[config.mk]
export PLATFORM = sky130hd
export DESIGN_NAME = pt_walker
export DESIGN_NICKNAME = d
export VERILOG_FILES = /design/src/rtl/pt_walk_pkg.sv /design/src/rtl/pt_addr_gen.sv /design/src/rtl/pt_perm_check.sv /design/src/rtl/pt_walk_ctl.sv /design/src/rtl/pt_walker.sv
export SDC_FILE = /design/constraint.sdc
export NUM_CORES = 1
export LEC_CHECK = 0
export CAP_MARGIN = 20
export CELL_PAD_IN_SITES_DETAIL_PLACEMENT = 1
export CELL_PAD_IN_SITES_GLOBAL_PLACEMENT = 1
export CORE_UTILIZATION = 41
export CTS_CLUSTER_DIAMETER = 50
export DETAILED_ROUTE_END_ITERATION = 6
export DONT_BUFFER_PORTS = 1
export PLACE_DENSITY = 0.84
export SKIP_LAST_GASP = 1
export SLEW_MARGIN = 10
export SYNTH_ARGS = -nofsm -noshare
export SYNTH_HDL_FRONTEND = slang
export SYNTH_SLANG_ARGS = --single-unit
export TNS_END_PERCENT = 5
[constraint.sdc]
create_clock -name clk -period 2.06 [get_ports clk]
set_clock_uncertainty 0.2 [all_clocks]
set_input_delay 0.412 -clock clk [delete_from_list [all_inputs] [get_ports clk]]
set_output_delay 0.412 -clock clk [all_outputs]
set_load 0.01 [all_outputs]
[src/rtl/pt_walk_pkg.sv]
package pt_walk_pkg;
  // flag bit positions inside a table entry word
  localparam int unsigned F_P  = 0;
  localparam int unsigned F_W  = 1;
  localparam int unsigned F_U  = 2;
  localparam int unsigned F_WT = 3;
  localparam int unsigned F_CD = 4;
  localparam int unsigned F_A  = 5;
  localparam int unsigned F_D  = 6;
  localparam int unsigned FLAG_W     = F_D + 1;  // leaf flags
  localparam int unsigned DIR_FLAG_W = F_D;      // directory has no dirty flag

  typedef enum logic [1:0] {
    FLT_NOTPRES = 2'd0,
    FLT_PRIV    = 2'd1,
    FLT_WPROT   = 2'd2,
    FLT_DIRTY   = 2'd3
  } fault_e;

  typedef enum logic [3:0] {
    ST_IDLE, ST_DIR_RQ, ST_DIR_WT, ST_LEAF_RQ, ST_LEAF_WT,
    ST_CHECK, ST_DIR_WB, ST_LEAF_WB, ST_RESP
  } walk_st_e;
endpackage

[src/rtl/pt_addr_gen.sv]
module pt_addr_gen #(
  parameter int unsigned AW        = 32,
  parameter int unsigned PAGE_BITS = 12,
  parameter int unsigned IDX_BITS  = 10
) (
  input  logic [AW-PAGE_BITS-1:0] root_frame,
  input  logic [AW-PAGE_BITS-1:0] dir_frame,
  input  logic [AW-PAGE_BITS-1:0] leaf_frame,
  input  logic [AW-1:0]           va,
  output logic [AW-1:0]           dir_addr,
  output logic [AW-1:0]           pte_addr,
  output logic [AW-1:0]           pa
);
  localparam int unsigned EB     = PAGE_BITS - IDX_BITS;  // byte bits of one entry
  localparam int unsigned HI_LSB = PAGE_BITS + IDX_BITS;

  assign dir_addr = {root_frame, va[AW-1:HI_LSB], {EB{1'b0}}};
  assign pte_addr = {dir_frame, va[HI_LSB-1:PAGE_BITS], {EB{1'b0}}};
  assign pa       = {leaf_frame, va[PAGE_BITS-1:0]};
endmodule

[src/rtl/pt_perm_check.sv]
module pt_perm_check
  import pt_walk_pkg::*;
(
  input  logic [DIR_FLAG_W-1:0] dir_f,
  input  logic [FLAG_W-1:0]     leaf_f,
  input  logic                  is_write,
  input  logic                  is_user,
  input  logic                  wp_en,
  input  logic                  attr_sel,
  output logic                  fault,
  output fault_e                code,
  output logic                  attr,
  output logic                  wb_dir,
  output logic                  wb_leaf
);
  logic u_ok, w_ok, cd_any, wt_any;

  always_comb begin
    // most restrictive merge of the two levels
    u_ok   = dir_f[F_U] & leaf_f[F_U];
    w_ok   = dir_f[F_W] & leaf_f[F_W];
    cd_any = dir_f[F_CD] | leaf_f[F_CD];
    wt_any = dir_f[F_WT] | leaf_f[F_WT];

    fault = 1'b1;
    code  = FLT_NOTPRES;
    if (!dir_f[F_P] || !leaf_f[F_P]) begin
      code = FLT_NOTPRES;
    end else if (is_user && !u_ok) begin
      code = FLT_PRIV;
    end else if (is_write && !w_ok && (is_user || wp_en)) begin
      code = FLT_WPROT;
    end else if (is_write && !leaf_f[F_D]) begin
      code = FLT_DIRTY;
    end else begin
      fault = 1'b0;
    end

    attr    = fault ? 1'b0 : (attr_sel ? wt_any : cd_any);
    wb_dir  = !fault && !dir_f[F_A];
    wb_leaf = !fault && !leaf_f[F_A];
  end
endmodule

[src/rtl/pt_walk_ctl.sv]
module pt_walk_ctl
  import pt_walk_pkg::*;
#(
  parameter int unsigned AW        = 32,
  parameter int unsigned PAGE_BITS = 12
) (
  input  logic                    clk,
  input  logic                    rst_n,
  input  logic                    cfg_xlate_off,
  input  logic                    req_valid,
  output logic                    req_ready,
  input  logic [AW-1:0]           req_vaddr,
  input  logic                    req_write,
  input  logic                    req_user,
  output logic                    rsp_valid,
  input  logic                    rsp_ready,
  output logic [AW-1:0]           rsp_paddr,
  output logic                    rsp_fault,
  output logic [1:0]              rsp_fcode,
  output logic                    rsp_attr,
  output logic                    mem_valid,
  input  logic                    mem_ready,
  output logic                    mem_we,
  output logic [AW-1:0]           mem_addr,
  output logic [AW-1:0]           mem_wdata,
  input  logic                    mem_rvalid,
  input  logic [AW-1:0]           mem_rdata,
  input  logic [AW-1:0]           dir_addr,
  input  logic [AW-1:0]           pte_addr,
  input  logic [AW-1:0]           pa,
  input  logic                    chk_fault,
  input  fault_e                  chk_code,
  input  logic                    chk_attr,
  input  logic                    wb_dir,
  input  logic                    wb_leaf,
  output logic [AW-1:0]           va_q,
  output logic                    wr_q,
  output logic                    user_q,
  output logic [AW-PAGE_BITS-1:0] dir_frame,
  output logic [AW-PAGE_BITS-1:0] leaf_frame,
  output logic [DIR_FLAG_W-1:0]   dir_flags,
  output logic [FLAG_W-1:0]       leaf_flags
);
  localparam logic [AW-1:0] A_MASK = {{(AW-1){1'b0}}, 1'b1} << F_A;

  walk_st_e      state;
  logic [AW-1:0] va_r, dir_r, leaf_r, rsp_pa_r;
  logic          wr_r, user_r, rsp_valid_r, rsp_fault_r, rsp_attr_r;
  fault_e        rsp_code_r;

  always_ff @(posedge clk) begin
    if (!rst_n) begin
      state       <= ST_IDLE;
      va_r        <= '0;
      dir_r       <= '0;
      leaf_r      <= '0;
      wr_r        <= 1'b0;
      user_r      <= 1'b0;
      rsp_valid_r <= 1'b0;
      rsp_pa_r    <= '0;
      rsp_fault_r <= 1'b0;
      rsp_code_r  <= FLT_NOTPRES;
      rsp_attr_r  <= 1'b0;
    end else begin
      case (state)
        ST_IDLE: if (req_valid) begin
          va_r   <= req_vaddr;
          wr_r   <= req_write;
          user_r <= req_user;
          if (cfg_xlate_off) begin
            rsp_valid_r <= 1'b1;
            rsp_pa_r    <= req_vaddr;
            rsp_fault_r <= 1'b0;
            rsp_code_r  <= FLT_NOTPRES;
            rsp_attr_r  <= 1'b0;
            state       <= ST_RESP;
          end else begin
            state <= ST_DIR_RQ;
          end
        end
        ST_DIR_RQ: if (mem_ready) state <= ST_DIR_WT;
        ST_DIR_WT: if (mem_rvalid) begin
          dir_r <= mem_rdata;
          if (!mem_rdata[F_P]) begin
            rsp_valid_r <= 1'b1;
            rsp_pa_r    <= '0;
            rsp_fault_r <= 1'b1;
            rsp_code_r  <= FLT_NOTPRES;
            rsp_attr_r  <= 1'b0;
            state       <= ST_RESP;
          end else begin
            state <= ST_LEAF_RQ;
          end
        end
        ST_LEAF_RQ: if (mem_ready) state <= ST_LEAF_WT;
        ST_LEAF_WT: if (mem_rvalid) begin
          leaf_r <= mem_rdata;
          state  <= ST_CHECK;
        end
        ST_CHECK: begin
          if (chk_fault) begin
            rsp_valid_r <= 1'b1;
            rsp_pa_r    <= '0;
            rsp_fault_r <= 1'b1;
            rsp_code_r  <= chk_code;
            rsp_attr_r  <= 1'b0;
            state       <= ST_RESP;
          end else if (wb_dir) begin
            state <= ST_DIR_WB;
          end else if (wb_leaf) begin
            state <= ST_LEAF_WB;
          end else begin
            rsp_valid_r <= 1'b1;
            rsp_pa_r    <= pa;
            rsp_fault_r <= 1'b0;
            rsp_code_r  <= FLT_NOTPRES;
            rsp_attr_r  <= chk_attr;
            state       <= ST_RESP;
          end
        end
        ST_DIR_WB: if (mem_ready) begin
          if (wb_leaf) begin
            state <= ST_LEAF_WB;
          end else begin
            rsp_valid_r <= 1'b1;
            rsp_pa_r    <= pa;
            rsp_fault_r <= 1'b0;
            rsp_code_r  <= FLT_NOTPRES;
            rsp_attr_r  <= chk_attr;
            state       <= ST_RESP;
          end
        end
        ST_LEAF_WB: if (mem_ready) begin
          rsp_valid_r <= 1'b1;
          rsp_pa_r    <= pa;
          rsp_fault_r <= 1'b0;
          rsp_code_r  <= FLT_NOTPRES;
          rsp_attr_r  <= chk_attr;
          state       <= ST_RESP;
        end
        ST_RESP: if (rsp_ready) begin
          rsp_valid_r <= 1'b0;
          state       <= ST_IDLE;
        end
        default: state <= ST_IDLE;
      endcase
    end
  end

  assign req_ready = (state == ST_IDLE);
  assign rsp_valid = rsp_valid_r;
  assign rsp_paddr = rsp_pa_r;
  assign rsp_fault = rsp_fault_r;
  assign rsp_fcode = rsp_code_r;
  assign rsp_attr  = rsp_attr_r;

  assign mem_valid = (state == ST_DIR_RQ) || (state == ST_LEAF_RQ) ||
                     (state == ST_DIR_WB) || (state == ST_LEAF_WB);
  assign mem_we    = (state == ST_DIR_WB) || (state == ST_LEAF_WB);
  assign mem_addr  = ((state == ST_DIR_RQ) || (state == ST_DIR_WB)) ? dir_addr : pte_addr;
  assign mem_wdata = (state == ST_DIR_WB) ? (dir_r | A_MASK) : (leaf_r | A_MASK);

  assign va_q       = va_r;
  assign wr_q       = wr_r;
  assign user_q     = user_r;
  assign dir_frame  = dir_r[AW-1:PAGE_BITS];
  assign leaf_frame = leaf_r[AW-1:PAGE_BITS];
  assign dir_flags  = dir_r[DIR_FLAG_W-1:0];
  assign leaf_flags = leaf_r[FLAG_W-1:0];
endmodule

[src/rtl/pt_walker.sv]
module pt_walker
  import pt_walk_pkg::*;
#(
  parameter int unsigned AW        = 32,
  parameter int unsigned PAGE_BITS = 12,
  parameter int unsigned IDX_BITS  = 10
) (
  input  logic                    clk,
  input  logic                    rst_n,
  input  logic                    cfg_xlate_off,
  input  logic [AW-PAGE_BITS-1:0] cfg_root,
  input  logic                    cfg_wp,
  input  logic                    cfg_pbm,
  input  logic                    req_valid,
  output logic                    req_ready,
  input  logic [AW-1:0]           req_vaddr,
  input  logic                    req_write,
  input  logic                    req_user,
  output logic                    rsp_valid,
  input  logic                    rsp_ready,
  output logic [AW-1:0]           rsp_paddr,
  output logic                    rsp_fault,
  output logic [1:0]              rsp_fcode,
  output logic                    rsp_attr,
  output logic                    mem_valid,
  input  logic                    mem_ready,
  output logic                    mem_we,
  output logic [AW-1:0]           mem_addr,
  output logic [AW-1:0]           mem_wdata,
  input  logic                    mem_rvalid,
  input  logic [AW-1:0]           mem_rdata
);
  localparam int unsigned FRAME_W = AW - PAGE_BITS;

  logic [AW-1:0]         dir_addr, pte_addr, pa, va_q;
  logic                  wr_q, user_q;
  logic [FRAME_W-1:0]    dir_frame, leaf_frame;
  logic [DIR_FLAG_W-1:0] dir_flags;
  logic [FLAG_W-1:0]     leaf_flags;
  logic                  chk_fault, chk_attr, wb_dir, wb_leaf;
  fault_e                chk_code;

  pt_addr_gen #(.AW(AW), .PAGE_BITS(PAGE_BITS), .IDX_BITS(IDX_BITS)) addr_i (
    .root_frame (cfg_root),
    .dir_frame  (dir_frame),
    .leaf_frame (leaf_frame),
    .va         (va_q),
    .dir_addr   (dir_addr),
    .pte_addr   (pte_addr),
    .pa         (pa)
  );

  pt_perm_check perm_i (
    .dir_f    (dir_flags),
    .leaf_f   (leaf_flags),
    .is_write (wr_q),
    .is_user  (user_q),
    .wp_en    (cfg_wp),
    .attr_sel (cfg_pbm),
    .fault    (chk_fault),
    .code     (chk_code),
    .attr     (chk_attr),
    .wb_dir   (wb_dir),
    .wb_leaf  (wb_leaf)
  );

  pt_walk_ctl #(.AW(AW), .PAGE_BITS(PAGE_BITS)) ctl_i (
    .clk           (clk),
    .rst_n         (rst_n),
    .cfg_xlate_off (cfg_xlate_off),
    .req_valid     (req_valid),
    .req_ready     (req_ready),
    .req_vaddr     (req_vaddr),
    .req_write     (req_write),
    .req_user      (req_user),
    .rsp_valid     (rsp_valid),
    .rsp_ready     (rsp_ready),
    .rsp_paddr     (rsp_paddr),
    .rsp_fault     (rsp_fault),
    .rsp_fcode     (rsp_fcode),
    .rsp_attr      (rsp_attr),
    .mem_valid     (mem_valid),
    .mem_ready     (mem_ready),
    .mem_we        (mem_we),
    .mem_addr      (mem_addr),
    .mem_wdata     (mem_wdata),
    .mem_rvalid    (mem_rvalid),
    .mem_rdata     (mem_rdata),
    .dir_addr      (dir_addr),
    .pte_addr      (pte_addr),
    .pa            (pa),
    .chk_fault     (chk_fault),
    .chk_code      (chk_code),
    .chk_attr      (chk_attr),
    .wb_dir        (wb_dir),
    .wb_leaf       (wb_leaf),
    .va_q          (va_q),
    .wr_q          (wr_q),
    .user_q        (user_q),
    .dir_frame     (dir_frame),
    .leaf_frame    (leaf_frame),
    .dir_flags     (dir_flags),
    .leaf_flags    (leaf_flags)
  );
endmodule

==> flow_summary.json, run 1 <==
{
  "drc_errors": 0,
  "finalMaxSlewViolations": 0,
  "finalWirelength_um": 25200,
  "rows": 46,
  "total_power_mw": 8.51,
  "grt_max_degree": 71,
  "syn_area_mm2": 0.00663,
  "worst_ir_drop_vdd_mv": 0.515,
  "drive_above_1_share_pct": 20.9,
  "grt_pass1_wl_um": 38000,
  "core_mm2": 0.0158,
  "port_buffers": 0,
  "ys_warn_count": 0,
  "worst_pin_slew_ps": 744,
  "final_net_count": 990,
  "power_leakage_nw": 3.26,
  "antennaDiodeCount": 0,
  "post-synth-top-count-cell": "nand2_1",
  "clock_path_buffers": 2,
  "die-area_mm2": 0.0167,
  "synth_edf_count": 0,
  "vias": 6571,
  "numCtsBuffers": 17,
  "routedWlPerCell_um": 22.4,
  "fillers": 1816,
  "powerDensity_mw_per_mm2": 955,
  "clk_latency_ps": 430,
  "maxSlewHeadroom_pct": 50.4,
  "ys_seq_elements": 139,
  "tns_ps": -42710,
  "cp-start-kind": "flip-flop",
  "ys_types": 57,
  "fin_crit_ps": 2580,
  "h-tree-depth": 4,
  "num_io_pins": 199,
  "status": "finished with violations",
  "dr.pass1.iters": 5,
  "min_path_type": "primary input to flip-flop",
  "cp_max_fo": 18,
  "cts.sinks": 139,
  "dp_hpwl_um": 15100,
  "crit_chain": "buf_4, nand2b_4, a21oi_4, and2_4, buf_12, mux2_4",
  "failed_checks": "setup timing",
  "cts-root-buf": "clkbuf_16",
  "worstSetupPathType": "flip-flop to output port",
  "start_util_pct": 41.9,
  "post-route-period-util_pct": 125,
  "overflow": 0,
  "setup_slack_ps": -522,
  "finalHoldViolCount": 0,
  "viasPerCell": 5.85,
  "worstPathRequired_ps": 1450,
  "slowest_stage": "mux2_4",
  "synth.top_cell.area_share_pct": 42.0,
  "syn_inst": 805,
  "track_usage_pct": 30.0,
  "synth_commonest_cells": "nand2_1 (203), dfxtp_1 (139), a21oi_1 (104)",
  "end_kind": "output port",
  "cap_violations": 0,
  "avgSynthCellArea_um2": 8.24,
  "multi_input_area_mm2": 0.00377,
  "die_y_um": 129,
  "grt_pass1_vias": 6840,
  "crit_arrival_ps": 1970,
  "synth_area_leaders": "dfxtp_1 (42%), nand2_1 (11%), mux2_2 (11%), a21oi_1 (7.8%), o21ai_0 (5.2%)",
  "die_x_um": 129,
  "ys_seq_area_share_pct": 42.0,
  "async_reset_ff_share_pct": 0,
  "yosysTopAreaCell": "dfxtp_1",
  "syn_to_final_growth_pct": 34.4,
  "finalSetupViolCount": 104,
  "cts_tree": "built",
  "clk_pin_slew_ps": 60,
  "rsz0062_at_grt": "true",
  "globalplace.congestion": 0.883,
  "seq_area_mm2": 0.00279,
  "antenna_found_initial": 0,
  "ant_nets": 0,
  "ys.flop_type": "dfxtp_1",
  "cp_slowest_stage_delay_ps": 360,
  "max_freq_ghz": 0.387,
  "drt_iter0_drc": 375
}
## routing by layer
| metal | vias to the layer above | global-route usage [%] | wire length, µm |
|---|---|---|---|
| li1 | 3003 | - | - |
| met1 | 3268 | 36.3 | 10500 |
| met2 | 245 | 50.0 | 12300 |
| met3 | 55 | 7.51 | 1540 |
| met4 | 0 | 14.0 | 815 |
| met5 | - | 0 | 0 |
## critical path: cells and delay by family, from the launching register on
kind	cells	cell delay (ps)
flops	1	340
simple gates	2	340
compound gates	1	150
buf+inv	2	340
mux	1	360
## what timing repair did
| action | CTS | global route |
|---|---|---|
| gates cloned | 2 | 1 |
| buffers inserted | 6 | 2 |
| endpoints found under the setup margin | 104 | 168 |
| hold endpoints to repair | 102 | 0 |
| hold buffers | 68 | 0 |
| pin swaps | 1 | 1 |
| resized for setup | 15 | 24 |
## report_power, final
part	switching, mW	internal [mW]
Combinational	1.16	1.03
Clock	1.27	1.85
Sequential	0.256	2.94
Total	2.69	5.82
## stage by stage
stage	utilization (%)	hold slack [ps]	setup slack, ps	cells	area [µm²]
floorplan	-	233	-14.6	806	6850
global placement	46.6	242	-133	1013	7370
detailed placement	46.6	248	-167	1013	7370
CTS	55.5	44.2	-523	1120	8780
global route	56.3	64.6	-558	1123	8910
finish	56.3	54.3	-522	1123	8910
## cell type report
type / instances / share of cell area [%]
clock inverters: 12 / 1.54
well taps: 216 / 3.03
clock buffers: 19 / 5.08
inverters: 6 / 0.267
flip-flops and latches: 139 / 31.3
repair buffers: 144 / 16.4
multi-input cells: 587 / 42.3
## placed cells by master, fill, tap and decap left out, drive strengths merged, types with 2 or more instances in the layout
cell / Yosys / routed
nand2: 203 / 203
dfxtp: 139 / 139
a21oi: 104 / 104
buf: 28 / 75
o21ai: 69 / 69
dlygate4sd3: 0 / 68
mux2: 62 / 62
a22oi: 32 / 32
a22o: 31 / 31
clkbuf: 46 / 20
nor2: 17 / 17
inv: 6 / 9
nand2b: 8 / 8
clkinv: 0 / 5
nor2b: 4 / 4
a31oi: 4 / 4
a211oi: 4 / 4
conb: 2 / 3
and2: 3 / 3
a311oi: 3 / 3
nor4: 2 / 2
and3: 2 / 2
mux2i: 2 / 2
o221ai: 2 / 2
or2: 2 / 2
nor3: 2 / 2
nand4: 2 / 2
clkinvlp: 0 / 2
bufinv: 0 / 2
nor4bb: 2 / 2
a2bb2oi: 2 / 2
a21boi: 2 / 2
a2111oi: 2 / 2
o32ai: 2 / 2
## registers in the layout (all words and copies together), names as in the netlist
signal	flops
ctl_i.dir_r	32
ctl_i.leaf_r	32
ctl_i.rsp_paddr	32
ctl_i.va_q	32
ctl_i.state	4
ctl_i.rsp_fcode	2
ctl_i.rsp_attr	1
ctl_i.rsp_fault	1
ctl_i.rsp_valid	1
ctl_i.user_q	1
ctl_i.wr_q	1
## worst paths after layout
kind,start,to,slack [ps],cells past startpoint
setup reg to reg,ctl_i.state[0],ctl_i.state[0],-440,10
hold / removal,req_vaddr[24],ctl_i.rsp_paddr[24],50,3
setup / recovery,ctl_i.state[2],mem_addr[10],-520,6
hold reg to reg,ctl_i.va_q[13],ctl_i.va_q[13],260,2
## cell families (layout without fill, tap and decap cells)
logic type,Yosys count,count (layout),synth area share (%)
xor gates and xnor gates,1,1,0.132
other,2,3,0.113
AOI/OAI and AO/OA,265,265,25.2
buffers and inverters,80,181,5.68
and+or+nand+nor,254,254,16.1
muxes,64,64,10.8
DFF,139,139,42.0
Power figures use the tool's default switching activity.
==> inputs of run 2 (changes only) <==
ABC_AREA = 1   (was not set)
ABC_CLOCK_PERIOD_IN_PS = 2500   (was not set)
CORE_UTILIZATION = 43   (was 41)
PLACE_DENSITY = 0.87   (was 0.84)
clock period = 2.5 ns   (was 2.06 ns; I/O delays follow)
==> run 2 against run 1 <==
Die area is 8.7% lower. Clock-buffer cell count grew 6. Synthesized cell count up 17%. Sequential share of layout area grew 6.2 points. Clock power fell by 24%. Cell count is 2.7% higher. Via count shrank 4.6%. The flow now finishes without violations. Sequential cell count unchanged. Area after synthesis is 4.4% lower. Core utilization is 4.9 points lower. Non-clock buffer count shrank 81. Largest power group unchanged. Final area down 16%.
==> flow_summary.json, run 2 <==
{
  "status": "finished, final reports clean",
  "cp_max_fo": 20,
  "syn_area_mm2": 0.00634,
  "p_sw_mw": 2.76,
  "vias": 6267,
  "drive_above_1_share_pct": 12.2,
  "cp-start-kind": "flip-flop",
  "rr_endpoint": "ctl_i.rsp_fcode[0]",
  "post-synth-top-count-cell": "nand2_1",
  "grt_pass1_wl_um": 32900,
  "top_layer": "met5",
  "grt_pass1_vias": 6326,
  "num_io_pins": 199,
  "hold_ws_ps": 44.9,
  "crit_chain": "inv_2, nor2_2, nand2_2, nand2_8, buf_12, nand2_1, o21ai_0, buf_4",
  "rr_worst_depth": 14,
  "drc_errors": 0,
  "sw_frac_of_total_pct": 35.9,
  "syn_to_final_growth_pct": 17.5,
  "cts-root-buf": "clkbuf_16",
  "port_buffers": 0,
  "die_y_um": 123,
  "cp_slowest_stage_delay_ps": 400,
  "rr_startpoint": "ctl_i.state[2]",
  "p_comb_share_pct": 29.9,
  "ys_types": 27,
  "cts.sinks": 139,
  "synth_area_leaders": "dfxtp_1 (44%), nand2_1 (19%), a21oi_1 (11%), o21ai_0 (8.6%), nand3_1 (4.9%)",
  "ys_warn_count": 0,
  "clk_pin_slew_ps": 60,
  "synth_edf_count": 0,
  "p_int_mw": 4.92,
  "clk_latency_ps": 410,
  "critPathTopFamily": "simple AND/OR/NAND/NOR gates",
  "min_path_type": "primary input to flip-flop",
  "viasPerCell": 5.44,
  "powerDensity_mw_per_mm2": 1030,
  "dr_wl_met2_um": 10100,
  "globalplace.congestion": 0.865,
  "max_freq_ghz": 0.406,
  "fin_util_pct": 51.4,
  "cap_violations": 0,
  "ff2ff_setup_slack_ps": 160,
  "cp_num_cells": 8,
  "slowest_stage": "dfxtp_4",
  "core_mm2": 0.0145,
  "ant_nets": 0,
  "crit_arrival_ps": 1760,
  "crit_start": "ctl_i.state[0]",
  "start_util_pct": 43.8,
  "met1_length_um": 8730,
  "drt_iter0_drc": 274,
  "critPathBufInv": 3,
  "antennaDiodeCount": 0,
  "die_x_um": 123,
  "grt_max_degree": 48,
  "h-tree-depth": 4,
  "worstPathRequired_ps": 1800,
  "pwr-share-seq_pct": 39.0,
  "cts_tree": "built",
  "wl_met3_um": 1460,
  "rsz0062_at_grt": "true",
  "yosysTopAreaCell": "dfxtp_1",
  "finalHoldViolCount": 0,
  "async_reset_ff_share_pct": 0,
  "final_cell_mix": "nand2_1 (317), a21oi_1 (139), dfxtp_1 (135), o21ai_0 (108), nand3_1 (62)",
  "clock_path_buffers": 2,
  "antenna_found_initial": 1,
  "finalMaxSlewViolations": 0,
  "dr.pass1.iters": 4,
  "ys_seq_elements": 139,
  "ctsHoldBuffers": 0,
  "die-area_mm2": 0.0152,
  "synth.top_cell.area_share_pct": 43.9,
  "final_net_count": 1051,
  "crit_path_end": "mem_addr[24]",
  "routedWlPerCell_um": 18.1,
  "clkPwrFrac_pct": 31.1,
  "dp_hpwl_um": 14300,
  "syn_inst": 941,
  "ys.flop_type": "dfxtp_1",
  "numCtsBuffers": 17,
  "end_kind": "output port",
  "post-route-period-util_pct": 98.4,
  "fin_crit_ps": 2460,
  "ys_seq_area_share_pct": 43.9,
  "avgSynthCellArea_um2": 6.74,
  "overflow": 0,
  "final_common_cell": "nand2_1",
  "worst_ir_drop_vdd_mv": 0.603,
  "track_usage_pct": 28.2,
  "rows": 44,
  "finalSetupViolCount": 0,
  "worstSetupPathType": "flip-flop to output port",
  "tns_ps": 0,
  "synth_commonest_cells": "nand2_1 (321), a21oi_1 (139), dfxtp_1 (139)",
  "finalWirelength_um": 20800,
  "power_leakage_nw": 2.91
}
[run 2: cell count changes after synthesis, sizes merged, moves of 11 or more]
cell   change
a21oi     +35
nand3     +62
o21ai     +40
a22oi     -32
inv       +56
mux2      -62
a22o      -31
buf       -11
nand2    +123
[run 2: routing by layer]
layer	up-vias	GRT usage, %
li1	3080	-
met1	2973	32.8
met2	176	48.6
met3	36	8.03
met4	2	10.7
met5	-	0
[run 2: how the worst min path moves through the flow]
stage                            to  depth (start not counted)  slack (ps)       startpoint
global route        ctl_i.dir_r[17]                          2          20            rst_n
floorplan           ctl_i.dir_r[10]                          2         220  ctl_i.dir_r[10]
detailed placement   ctl_i.dir_r[9]                          2         240   ctl_i.dir_r[9]
global placement     ctl_i.dir_r[9]                          2         230   ctl_i.dir_r[9]
finish               ctl_i.va_q[15]                          2          40            rst_n
CTS                 ctl_i.dir_r[18]                          2          20            rst_n
[run 2: cell families (layout without fill, tap and decap cells)]
group	count (synthesis)	after routing	synth area share (%)
other cells	2	3	0.118
simple gates	417	418	27.0
compound gates	251	251	20.0
flops	139	139	43.9
buf+inv	132	158	9.06
[run 2: layout make-up]
type / instances / area (µm²)
clock buffers: 25 / 495
clock inverters: 7 / 63.8
fillers: 1899 / 7030
inverters: 63 / 238
multi-input cells: 672 / 3060
flip-flops and latches: 139 / 2790
well taps: 184 / 230
repair buffers: 63 / 573
[run 2: timing repair]
item | 4_1_cts | 5_1_grt
pin swaps | 3 | 2
gates cloned | 2 | 1
setup endpoints to repair | 59 | 66
gates resized for setup | 15 | 5
buffers inserted | 4 | 1
[run 2: power by group through the flow]
stage	clock network, mW	registers [mW]	logic [mW]
floorplan	0	2.93	1.63
global placement	0	3.01	2.07
detailed placement	0	3.02	2.13
CTS	2.43	2.99	2.24
global route	2.53	3.05	2.59
finish	2.39	2.99	2.30
[run 2: stage by stage]
step           area, µm²  total power [mW]  instances  worst slack (ps)
3_3_place_gp        6710              5.09       1113               241
5_1_grt             7450              8.17       1153             -54.8
2_1_floorplan       6340              4.55        942               435
6_report            7450              7.67       1153              39.6
3_5_place_dp        6710              5.16       1113               102
4_1_cts             7400              7.66       1151             -7.16
